**config.mk**
```make
export PLATFORM = sky130hd
export DESIGN_NAME = flash_rdmode_ctl
export DESIGN_NICKNAME = d
export VERILOG_FILES = /design/src/rtl/frm_pkg.sv /design/src/rtl/frm_bus_decode.sv /design/src/rtl/frm_unlock_bit.sv /design/src/rtl/frm_rule_check.sv /design/src/rtl/flash_rdmode_ctl.sv
export SDC_FILE = /design/constraint.sdc
export NUM_CORES = 1
export LEC_CHECK = 0
export ABC_AREA = 0
export ABC_CLOCK_PERIOD_IN_PS = 2800
export BUFFER_PORTS_ARGS = -buffer_cell sky130_fd_sc_hd__buf_2
export CAP_MARGIN = 20
export CORE_AREA = 2 2 39 41
export DETAILED_ROUTE_END_ITERATION = 16
export DIE_AREA = 0 0 41 43
export PLACE_DENSITY = 0.78
export SLEW_MARGIN = 20
export SYNTH_ARGS = -nofsm -noshare
export SYNTH_HDL_FRONTEND = slang
export SYNTH_SLANG_ARGS = --single-unit
```
**constraint.sdc**
```tcl
create_clock -name clk -period 2.8 [get_ports clk]
set_input_delay 0.84 -clock clk [delete_from_list [all_inputs] [get_ports clk]]
set_output_delay 0.84 -clock clk [all_outputs]
set_load 0.01 [all_outputs]
```
**src/rtl/frm_pkg.sv**
```systemverilog
package frm_pkg;
    localparam int SLOW_BIT = 2;
    localparam int LC_BIT   = 3;

    typedef struct packed {
        logic slow;
        logic lowcur;
        logic arm_slow;
        logic arm_lc;
        logic err;
    } frm_state_t;
endpackage

```
**src/rtl/frm_bus_decode.sv**
```systemverilog
module frm_bus_decode #(
    parameter int              ADDR_W   = 16,
    parameter int              DATA_W   = 8,
    parameter logic [ADDR_W-1:0] REG_ADDR = 16'h0222
) (
    input  logic [ADDR_W-1:0] bus_addr,
    input  logic              bus_wr,
    input  logic              bus_rd,
    input  logic              slow_q,
    input  logic              lowcur_q,
    output logic              wr_hit,
    output logic              wr_other,
    output logic              rd_hit,
    output logic [DATA_W-1:0] rdata
);
    logic match;

    assign match    = (bus_addr == REG_ADDR);
    assign wr_hit   = bus_wr & match;
    assign wr_other = bus_wr & ~match;
    assign rd_hit   = bus_rd & match;

    always_comb begin
        rdata = '0;
        if (match) begin
            rdata[frm_pkg::SLOW_BIT] = slow_q;
            rdata[frm_pkg::LC_BIT]   = lowcur_q;
        end
    end
endmodule

```
**src/rtl/frm_unlock_bit.sv**
```systemverilog
module frm_unlock_bit (
    input  logic arm_q,
    input  logic wr_hit,
    input  logic wr_other,
    input  logic accept,
    input  logic wr_val,
    input  logic irq_dma_busy,
    output logic arm_d
);
    always_comb begin
        if (irq_dma_busy)
            arm_d = 1'b0;
        else if (wr_hit)
            arm_d = accept & ~wr_val;
        else if (wr_other)
            arm_d = 1'b0;
        else
            arm_d = arm_q;
    end
endmodule

```
**src/rtl/frm_rule_check.sv**
```systemverilog
module frm_rule_check (
    input  logic new_slow,
    input  logic new_lc,
    input  logic rsvd_set,
    input  logic slow_q,
    input  logic lowcur_q,
    input  logic arm_slow_q,
    input  logic arm_lc_q,
    input  logic clk_slow_ok,
    input  logic subclk_sel,
    input  logic flash_stop,
    input  logic irq_dma_busy,
    output logic accept
);
    logic chg_slow;
    logic chg_lc;
    logic viol;

    assign chg_slow = new_slow ^ slow_q;
    assign chg_lc   = new_lc ^ lowcur_q;

    always_comb begin
        viol = 1'b0;
        if (rsvd_set) begin
            viol = 1'b1;
        end else if (chg_slow && chg_lc) begin
            viol = 1'b1;
        end else if (chg_slow) begin
            if (new_slow)
                viol = ~arm_slow_q | ~clk_slow_ok | irq_dma_busy;
            else
                viol = lowcur_q;
        end else if (chg_lc) begin
            if (new_lc)
                viol = ~arm_lc_q | ~slow_q | ~subclk_sel | flash_stop | irq_dma_busy;
        end
        accept = ~viol;
    end
endmodule

```
**src/rtl/flash_rdmode_ctl.sv**
```systemverilog
module flash_rdmode_ctl #(
    parameter int                ADDR_W   = 16,
    parameter int                DATA_W   = 8,
    parameter logic [ADDR_W-1:0] REG_ADDR = 16'h0222
) (
    input  logic              clk,
    input  logic              rst,
    input  logic [ADDR_W-1:0] bus_addr,
    input  logic              bus_wr,
    input  logic              bus_rd,
    input  logic [DATA_W-1:0] bus_wdata,
    output logic [DATA_W-1:0] bus_rdata,
    input  logic              clk_slow_ok,
    input  logic              subclk_sel,
    input  logic              flash_stop,
    input  logic              irq_dma_busy,
    output logic              slow_rd_en,
    output logic              lowcur_rd_en,
    output logic              seq_err
);
    import frm_pkg::*;

    localparam int NUM_MODES = 2;
    localparam int RSVD_W    = SLOW_BIT;
    localparam int UPPER_LO  = LC_BIT + 1;

    frm_state_t st_q, st_d;

    logic wr_hit, wr_other, rd_hit, accept, rsvd_set;
    logic [NUM_MODES-1:0] arm_q_vec, arm_d_vec, new_vec;
    logic unused_upper;

    assign new_vec      = {bus_wdata[LC_BIT], bus_wdata[SLOW_BIT]};
    assign arm_q_vec    = {st_q.arm_lc, st_q.arm_slow};
    assign rsvd_set     = |bus_wdata[RSVD_W-1:0];
    assign unused_upper = ^bus_wdata[DATA_W-1:UPPER_LO];

    frm_bus_decode #(
        .ADDR_W   (ADDR_W),
        .DATA_W   (DATA_W),
        .REG_ADDR (REG_ADDR)
    ) u_dec (
        .bus_addr (bus_addr),
        .bus_wr   (bus_wr),
        .bus_rd   (bus_rd),
        .slow_q   (st_q.slow),
        .lowcur_q (st_q.lowcur),
        .wr_hit   (wr_hit),
        .wr_other (wr_other),
        .rd_hit   (rd_hit),
        .rdata    (bus_rdata)
    );

    frm_rule_check u_rules (
        .new_slow     (new_vec[0]),
        .new_lc       (new_vec[1]),
        .rsvd_set     (rsvd_set),
        .slow_q       (st_q.slow),
        .lowcur_q     (st_q.lowcur),
        .arm_slow_q   (st_q.arm_slow),
        .arm_lc_q     (st_q.arm_lc),
        .clk_slow_ok  (clk_slow_ok),
        .subclk_sel   (subclk_sel),
        .flash_stop   (flash_stop),
        .irq_dma_busy (irq_dma_busy),
        .accept       (accept)
    );

    for (genvar g = 0; g < NUM_MODES; g++) begin : g_unlock
        frm_unlock_bit u_unlock (
            .arm_q        (arm_q_vec[g]),
            .wr_hit       (wr_hit),
            .wr_other     (wr_other),
            .accept       (accept),
            .wr_val       (new_vec[g]),
            .irq_dma_busy (irq_dma_busy),
            .arm_d        (arm_d_vec[g])
        );
    end

    always_comb begin
        st_d          = st_q;
        st_d.arm_slow = arm_d_vec[0];
        st_d.arm_lc   = arm_d_vec[1];
        if (wr_hit && accept) begin
            st_d.slow   = new_vec[0];
            st_d.lowcur = new_vec[1];
        end
        if (wr_hit && !accept)
            st_d.err = 1'b1;
        else if (rd_hit)
            st_d.err = 1'b0;
    end

    always_ff @(posedge clk) begin
        if (rst)
            st_q <= '0;
        else
            st_q <= st_d;
    end

    assign slow_rd_en   = st_q.slow;
    assign lowcur_rd_en = st_q.lowcur;
    assign seq_err      = st_q.err;
endmodule

```
==> out/metrics.csv, run 1 <==
stage,metric,value,unit
outcome,status,completed,
timing,setup_slack,0.124,ns
clocking,cts_buffers,3,
setup_path,regToRegSetupSlack,1.39,ns
layout,nets,118,
logic_synthesis,synth_commonest_cells,"buf_4, dfxtp_1, nor2_1",
floorplanning,row_count,14,
logic_synthesis,ys_seq_area_frac,0.250,
floorplanning,core_area,1380,um^2
logic_synthesis,synthTopCellsByArea,"dfxtp_1, buf_4, nor4b_1, a21oi_1, nand3_1",
setup_path,worst_setup_path_start_kind,primary input,
drt,ant_nets,0,
setup_path,crit_chain,"buf_2, nor4b_1, and4_2, and2_1, buf_2",
timing,fin_setup_tns,0,ns
timing,setup_viol,0,
clocking,clk_pin_slew,0.04,ns
grt,grt_pass1_vias,410,
logic_synthesis,yosysMostFrequentCell,buf_4,
timing,min_period,2.68,ns
layout,n_antenna_cell,0,
layout,multiInputGateArea,270,um^2
power_and_ir_drop,internal_power,0.000143,W
logic_synthesis,syn_area,400,um^2
place,io_buffers,32,
layout,layout-drive-gt1-share,0.447,
layout,fin_cells,101,
clocking,cts-resized-gates,0,
grt,antenna_found_initial,0,
flow_run,drv_cap,0,
floorplanning,start_util,0.289,
place,dp_slack,0.126,ns
clocking,insertion_delay,0.24,ns
logic_synthesis,synth-seq-cells,5,
logic_synthesis,ys_types,26,
clocking,cts.sinks,5,
place,place_inst,97,
logic_synthesis,synth_top_cell_area_share,0.250,
clocking,cts_setup_buffers,0,
clocking,cts_max_level,1,
timing,rsz0062_at_grt,false,
clocking,cts-root-buf,clkbuf_4,
timing,fmax,0.374,GHz
grt,grt_max_degree,8,
timing,hold_viol_final,0,
drt,drt-wirelength-per-cell,9.88,um
setup_path,critPathSlowestCell,and4_2,
place,place_hpwl,890,um
drt,routed_wl,998,um
setup_path,max_stage_delay,0.34,ns
logic_synthesis,async_flop_share,0,
floorplanning,die_h,43,um
timing,drv_slew,0,
layout,register_area,100,um^2
clocking,cts_tree,built,
clocking,cts_hold_buffers,0,
floorplanning,die_area,1760,um^2
logic_synthesis,synth-main-ff-cell,dfxtp_1,
logic_synthesis,synth_area_per_cell,8.01,um^2
drt,vias,463,
power_and_ir_drop,p_sw,0.0000431,W
power_and_ir_drop,vdd_drop_max,0.186,mV
drt,avgViaCountPerCell,4.58,
power_and_ir_drop,p_comb_frac,0.184,
setup_path,cp.required,1.96,ns
setup_path,crit_arrival,1.84,ns
floorplanning,pin_count,43,
setup_path,end_kind,primary output,
grt,gr-usage-all-layers,0.127,
power_and_ir_drop,p_sw_frac,0.232,
place,gp_congestion,0.706,
drt,drt_pass1_iterations,3,
drt,drc,0,
power_and_ir_drop,p_per_area,320,nW/um^2
logic_synthesis,synthCells,50,
clocking,clockBufferDepth,2,
layout,fillers,161,
power_and_ir_drop,seqPwrFrac,0.385,
power_and_ir_drop,total_leakage_power,0.276,nW
worst_hold_path,worstHoldPathType,reg -> reg,
logic_synthesis,synth_edf_count,0,
power_and_ir_drop,clockPowerShare,0.431,
timing,finalClockSkew,0.00246,ns
setup_path,crit_buf_inv,2,
logic_synthesis,ys_warn_count,0,
grt,grt_pass1_wl,1570,um
setup_path,worstPathMaxFanout,6,
floorplanning,die_w,41,um
logic_synthesis,yosysTopAreaCell,dfxtp_1,
layout,area_delta_synth_final,45.0,%
setup_path,path_delay_family,simple AND/OR/NAND/NOR gates,
setup_path,critical_path_class,in -> out,
drt,drt_iter0_drc,2,
timing,finalCritPeriodShare,0.956,
setup_path,cp_common_cell,buf_2,
grt,grt_overflow,0,
state kept, by name (all words and copies together), names as in the netlist:
register,cells
slow_rd_en,1
seq_err,1
lowcur_rd_en,1
arm_q_vec,2
cell usage in the layout, fill, tap and decap left out:
| cell type | instances |
|---|---|
| inv_1 | 1 |
| xor2_1 | 1 |
| clkbuf_1 | 1 |
| o21ai_0 | 2 |
| dfxtp_1 | 5 |
| a32oi_1 | 1 |
| nand2_1 | 2 |
| a211o_1 | 1 |
| o2111a_2 | 1 |
| nor4b_1 | 3 |
| a21oi_1 | 3 |
| a22oi_1 | 2 |
| buf_2 | 32 |
| clkbuf_4 | 3 |
| nor3_1 | 2 |
| nor2b_1 | 2 |
| and4_2 | 1 |
| o2111ai_1 | 1 |
| conb_1 | 6 |
| a211oi_2 | 1 |
| and4bb_1 | 1 |
| o211ai_1 | 1 |
| nand2b_1 | 1 |
| nor2_1 | 4 |
| nor4_1 | 1 |
| nand3_1 | 3 |
| or2_1 | 1 |
| and2_1 | 2 |
final cells by class:
cell class	instances	area share
Multi-Input combinational cell	43	0.466
Timing Repair Buffer	32	0.276
Sequential cell	5	0.172
Clock buffer	4	0.0453
Tap cell	16	0.0345
Inverter	1	0.00647
final timing paths:
path	start	to	depth (start not counted)
setup / recovery	bus_addr[7]	bus_rdata[3]	5
hold / removal	seq_err	seq_err	2
setup reg to reg	slow_rd_en	arm_q_vec[0]	5
hold reg to reg	seq_err	seq_err	2
per-stage QoR:
stage,hold WS (ns),total power [W],cell area [um^2],util
after floorplan,0.518,0.0000905,419,-
after global placement,0.469,0.000106,554,0.401
after detailed placement,0.480,0.000107,554,0.401
after CTS,0.489,0.000190,581,0.420
after global routing,0.546,0.000199,581,0.420
final,0.483,0.000186,581,0.420
kinds of logic (layout without fill, tap and decap cells):
logic type	after synthesis	after routing	share of synthesized area
AO/OA/AOI/OAI	13	13	0.247
XOR/XNOR	1	1	0.0219
AND/OR/NAND/NOR	23	23	0.350
flip-flops	5	5	0.250
other	1	6	0.00937
buffers and inverters	7	37	0.122
tightest hold or removal path, delay by kind of cell (launching register included):
kind               cells  cell delay, ns
AOI/OAI and AO/OA      1            0.06
DFF                    1            0.31
and+or+nand+nor        1            0.07
power groups by stage:
stage	sequential [W]	clock (W)	combinational, W
floorplan	0.0000727	0	0.0000178
global placement	0.0000727	0	0.0000334
detailed placement	0.0000727	0	0.0000340
CTS	0.0000715	0.0000841	0.0000341
global route	0.0000713	0.0000888	0.0000386
finish	0.0000715	0.0000800	0.0000342
layer usage:
metal  up-vias  part of all wire  global-route usage
met3         0             0.066              0.0157
met5         -                 0                   0
met4         0                 0              0.0600
li1        246                 -                   -
met2        14              0.54               0.219
met1       203              0.40               0.141
No activity file was read; power rests on OpenSTA's default activity.
==> inputs of run 2 (changes only) <==
Settings changed: PLACE_DENSITY 0.78 to 0.68.
==> run 2 against run 1 <==
First-iteration DRC count grew to 6.0 times the previous value. Non-clock buffer count is the same. Sequential cell count is the same. Worst setup slack gained 0.020 ns. Design area is the same. Die area is the same. Critical path depth is the same. Clock power is essentially flat. Largest cell class unchanged.
==> out/metrics.csv, run 2 (synthesis results as in run 1) <==
stage,metric,value,unit
clocking,cts.sinks,5,
clocking,cts-root-buf,clkbuf_4,
timing,fmax,0.376,GHz
timing,fin_setup_tns,0,ns
drt,drt_pass1_iterations,4,
setup_path,crit_arrival,1.82,ns
clocking,clockBufferDepth,2,
grt,grt_pass1_wl,1480,um
setup_path,worstSetupEndpoint,bus_rdata[2],
setup_path,r2r_cells,5,
clocking,cts_tree,built,
layout,mostFrequentLayoutCell,buf_2,
flow_run,drv_cap,0,
setup_path,cp.required,1.96,ns
clocking,cts_buffers,3,
drt,drt-wirelength-per-cell,9.67,um
timing,finalClockSkew,0.000849,ns
clocking,clk_pin_slew,0.04,ns
layout,register_area,100,um^2
timing,min_period,2.66,ns
clocking,cts_hold_buffers,0,
floorplanning,row_count,14,
setup_path,cp_common_cell,buf_2,
setup_path,regToRegSetupSlack,1.37,ns
drt,ant_nets,0,
timing,setup_viol,0,
power_and_ir_drop,total_leakage_power,0.276,nW
drt,avgViaCountPerCell,4.60,
clocking,cts_setup_buffers,0,
setup_path,critPathSlowestCell,and4_2,
place,gp_congestion,0.703,
floorplanning,die_area,1760,um^2
layout,multiInputGateArea,270,um^2
clocking,insertion_delay,0.24,ns
grt,grt_overflow,0,
timing,drv_slew,0,
floorplanning,start_util,0.289,
drt,vias,465,
setup_path,cp.depth,5,
clocking,cts_max_level,1,
drt,drc,0,
setup_path,r2r-end,slow_rd_en,
outcome,status,completed,
setup_path,crit_start,bus_addr[8],
layout,fillers,154,
setup_path,end_kind,primary output,
drt,routed_wl,977,um
grt,grt_max_degree,8,
setup_path,reg2reg_from,lowcur_rd_en,
timing,rsz0062_at_grt,false,
layout,area_delta_synth_final,45.0,%
layout,mostFrequentLayoutCells,"buf_2, conb_1, dfxtp_1, nor2_1",
place,io_buffers,32,
grt,gr-usage-all-layers,0.120,
timing,finalCritPeriodShare,0.949,
grt,antenna_found_initial,0,
clocking,cts-resized-gates,0,
place,place_hpwl,842,um
power_and_ir_drop,vdd_drop_max,0.152,mV
floorplanning,pin_count,43,
floorplanning,die_w,41,um
worst_hold_path,worstHoldPathType,reg -> reg,
drt,drt_iter0_drc,12,
setup_path,worst_setup_path_start_kind,primary input,
timing,whs,0.474,ns
timing,hold_viol_final,0,
power_and_ir_drop,p_per_area,320,nW/um^2
layout,nets,118,
grt,grt_pass1_vias,384,
layout,layout-drive-gt1-share,0.447,
floorplanning,core_area,1380,um^2
setup_path,worstPathMaxFanout,6,
layout,largest_reg_flops,2,
setup_path,critical_path_class,in -> out,
floorplanning,die_h,43,um
setup_path,path_delay_family,simple AND/OR/NAND/NOR gates,
setup_path,max_stage_delay,0.33,ns
setup_path,crit_buf_inv,2,
setup_path,crit_chain,"buf_2, nor4b_1, and4_2, and2_1, buf_2",
layout,n_antenna_cell,0,
[run 2: cell counts in the layout (fill, tap and decap cells not counted)]
No cell type changed its count.
[run 2: area by class of cell]
type	instances	area share
clock buffer	4	0.0453
inverter	1	0.00647
multi-input combinational	43	0.466
sequential	5	0.172
tap	16	0.0345
timing repair buffer	32	0.276
[run 2: stage by stage]
stage           power, W  utilization  setup WS, ns  std cells  instance area, um^2
6_report        0.000186        0.420         0.144        101                  581
5_1_grt         0.000198        0.420        0.0686        101                  581
4_1_cts         0.000191        0.420         0.140        101                  581
3_5_place_dp    0.000107        0.401         0.140         97                  554
3_3_place_gp    0.000106        0.401         0.158         97                  554
2_1_floorplan  0.0000905            -         0.414         55                  419
[run 2: metal layers]
metal / wire, um / vias to the layer above / GRT usage / part of all wire
li1: - / 246 / - / -
met1: 407 / 206 / 0.152 / 0.42
met2: 511 / 13 / 0.188 / 0.52
met3: 58 / 0 / 0.0157 / 0.059
met4: 0 / 0 / 0.0600 / 0
met5: 0 / - / 0 / 0
[run 2: report_power, final]
group           switching [W]  internal (W)
clock network       0.0000266     0.0000537
registers      0.000000000121     0.0000715
logic               0.0000166     0.0000175
[run 2: worst min path at each step]
stage	startpoint	to	slack (ns)	cells after the start
final	seq_err	seq_err	0.47	2
after detailed placement	seq_err	seq_err	0.47	2
after CTS	seq_err	seq_err	0.48	2
after global routing	seq_err	seq_err	0.52	2
after floorplan	seq_err	seq_err	0.52	2
after global placement	seq_err	seq_err	0.47	2
[run 2: tightest hold or removal path, stage by stage (launching register included)]
cell	delay (ns)
dfxtp_1	0.31
a32oi_1	0.06
nor2_1	0.07
==> inputs of run 3 (changes only) <==
Settings changed: ABC_CLOCK_PERIOD_IN_PS 2800 to 3400.
Clock period 2.8 ns to 3.4 ns, I/O delays scaled along.
==> run 3 against run 2 <==
Count of clock-buffer cells in the layout did not move. Clock skew barely moved. First-iteration DRC count shrank 33%. Final cell count unchanged. Non-clock buffer count unchanged. Critical path depth did not move. Critical endpoint is now bus_rdata[3]. Global-route usage is 1.2 points higher. Sequential power is 18% lower.
==> out/metrics.csv, run 3 (synthesis results as in run 1) <==
stage,metric,value,unit
power_and_ir_drop,internal_power,0.000117,W
drt,drt-wirelength-per-cell,10.1,um
floorplanning,die_w,41,um
timing,setup_viol,0,
layout,mostFrequentLayoutCell,buf_2,
drt,drt_pass1_iterations,4,
worst_hold_path,worstHoldPathType,reg -> reg,
place,gp_congestion,0.703,
clocking,cts_setup_buffers,0,
power_and_ir_drop,clockPowerShare,0.432,
power_and_ir_drop,seqPwrFrac,0.384,
clocking,cts_hold_buffers,0,
setup_path,critical_path_class,in -> out,
setup_path,max_stage_delay,0.32,ns
grt,grt_overflow,0,
clocking,cts-root-buf,clkbuf_4,
setup_path,crit_buf_inv,2,
timing,finalClockSkew,0.000983,ns
drt,ant_nets,0,
setup_path,end_kind,primary output,
timing,setup_slack,0.428,ns
setup_path,crit_arrival,1.95,ns
place,post_dp_cell_area,554,um^2
drt,drt_iter0_drc,8,
place,place_hpwl,869,um
setup_path,path_delay_family,simple AND/OR/NAND/NOR gates,
drt,avgViaCountPerCell,4.73,
drt,vias,478,
layout,area_delta_synth_final,45.0,%
clocking,cts_max_level,1,
grt,grt_max_degree,8,
floorplanning,core_area,1380,um^2
setup_path,critPathSlowestCell,and4_2,
clocking,clk_pin_slew,0.04,ns
timing,finalCritPeriodShare,0.874,
drt,routed_wl,1020,um
layout,nets,118,
layout,layout-drive-gt1-share,0.447,
floorplanning,start_util,0.289,
place,io_buffers,32,
grt,grt_pass1_vias,434,
grt,gr-usage-all-layers,0.132,
setup_path,worst_setup_path_start_kind,primary input,
clocking,cts.sinks,5,
drt,drc,0,
floorplanning,pin_count,43,
setup_path,cp_common_cell,buf_2,
grt,grt_pass1_wl,1650,um
clocking,insertion_delay,0.24,ns
clocking,cts_tree,built,
grt,antenna_found_initial,0,
setup_path,cp.required,2.38,ns
layout,postLayoutCellArea,581,um^2
floorplanning,die_h,43,um
timing,fin_setup_tns,0,ns
power_and_ir_drop,total_leakage_power,0.276,nW
place,dp_slack,0.419,ns
power_and_ir_drop,p_per_area,264,nW/um^2
layout,n_antenna_cell,0,
timing,hold_viol_final,0,
power_and_ir_drop,p_sw_frac,0.233,
layout,mostFrequentLayoutCells,"buf_2, conb_1, dfxtp_1, nor2_1",
setup_path,crit_chain,"buf_2, nor4b_1, and4_2, and2_1, buf_2",
setup_path,worstPathMaxFanout,6,
timing,fmax,0.336,GHz
timing,drv_slew,0,
layout,largest_reg_flops,2,
clocking,clockBufferDepth,2,
floorplanning,row_count,14,
power_and_ir_drop,p_comb_frac,0.184,
power_and_ir_drop,vdd_drop_max,0.125,mV
outcome,status,completed,
timing,min_period,2.97,ns
clocking,cts-resized-gates,0,
clocking,cts_buffers,3,
timing,rsz0062_at_grt,false,
power_and_ir_drop,p_sw,0.0000357,W
floorplanning,die_area,1760,um^2
flow_run,drv_cap,0,
-- run 3: cell counts in the layout (fill, tap and decap cells not counted) --
No cell type changed its count.
-- run 3: power by group through the flow --
stage	Clock (W)	Combinational (W)	Sequential [W]
6_report	0.0000662	0.0000282	0.0000589
5_1_grt	0.0000726	0.0000322	0.0000588
4_1_cts	0.0000705	0.0000282	0.0000589
3_5_place_dp	0	0.0000281	0.0000599
3_3_place_gp	0	0.0000275	0.0000599
2_1_floorplan	0	0.0000147	0.0000599
-- run 3: worst paths after layout --
kind,startpoint,end,slack (ns),depth (start not counted)
setup reg to reg,lowcur_rd_en,lowcur_rd_en,1.98,5
setup / recovery,bus_addr[3],bus_rdata[3],0.43,5
hold / removal,seq_err,seq_err,0.49,2
hold reg to reg,seq_err,seq_err,0.49,2
-- run 3: layout make-up --
cell class	instances	area (um^2)
Fill cell	146	803
Multi-Input combinational cell	43	270
Timing Repair Buffer	32	160
Sequential cell	5	100
Clock buffer	4	26.3
Tap cell	16	20.0
Inverter	1	3.75
-- run 3: metrics by stage --
step	std cells	total power (W)	util	hold WS [ns]
after floorplan	55	0.0000745	-	0.518
after global placement	97	0.0000874	0.401	0.469
after detailed placement	97	0.0000879	0.401	0.488
after CTS	101	0.000158	0.420	0.498
after global routing	101	0.000164	0.420	0.511
final	101	0.000153	0.420	0.489
-- run 3: worst reg2reg max path, delay by kind of cell, from the launching register on --
kind,cells,cell delay [ns]
AO/OA/AOI/OAI,4,0.68
flip-flops,1,0.35
AND/OR/NAND/NOR,1,0.27
-- run 3: routing by layer --
metal	global-route usage	vias up	part of all wire
met5	0	-	0
met4	0.0600	0	0
met3	0.0157	0	0.076
met2	0.222	17	0.53
met1	0.155	214	0.39
li1	-	247	-
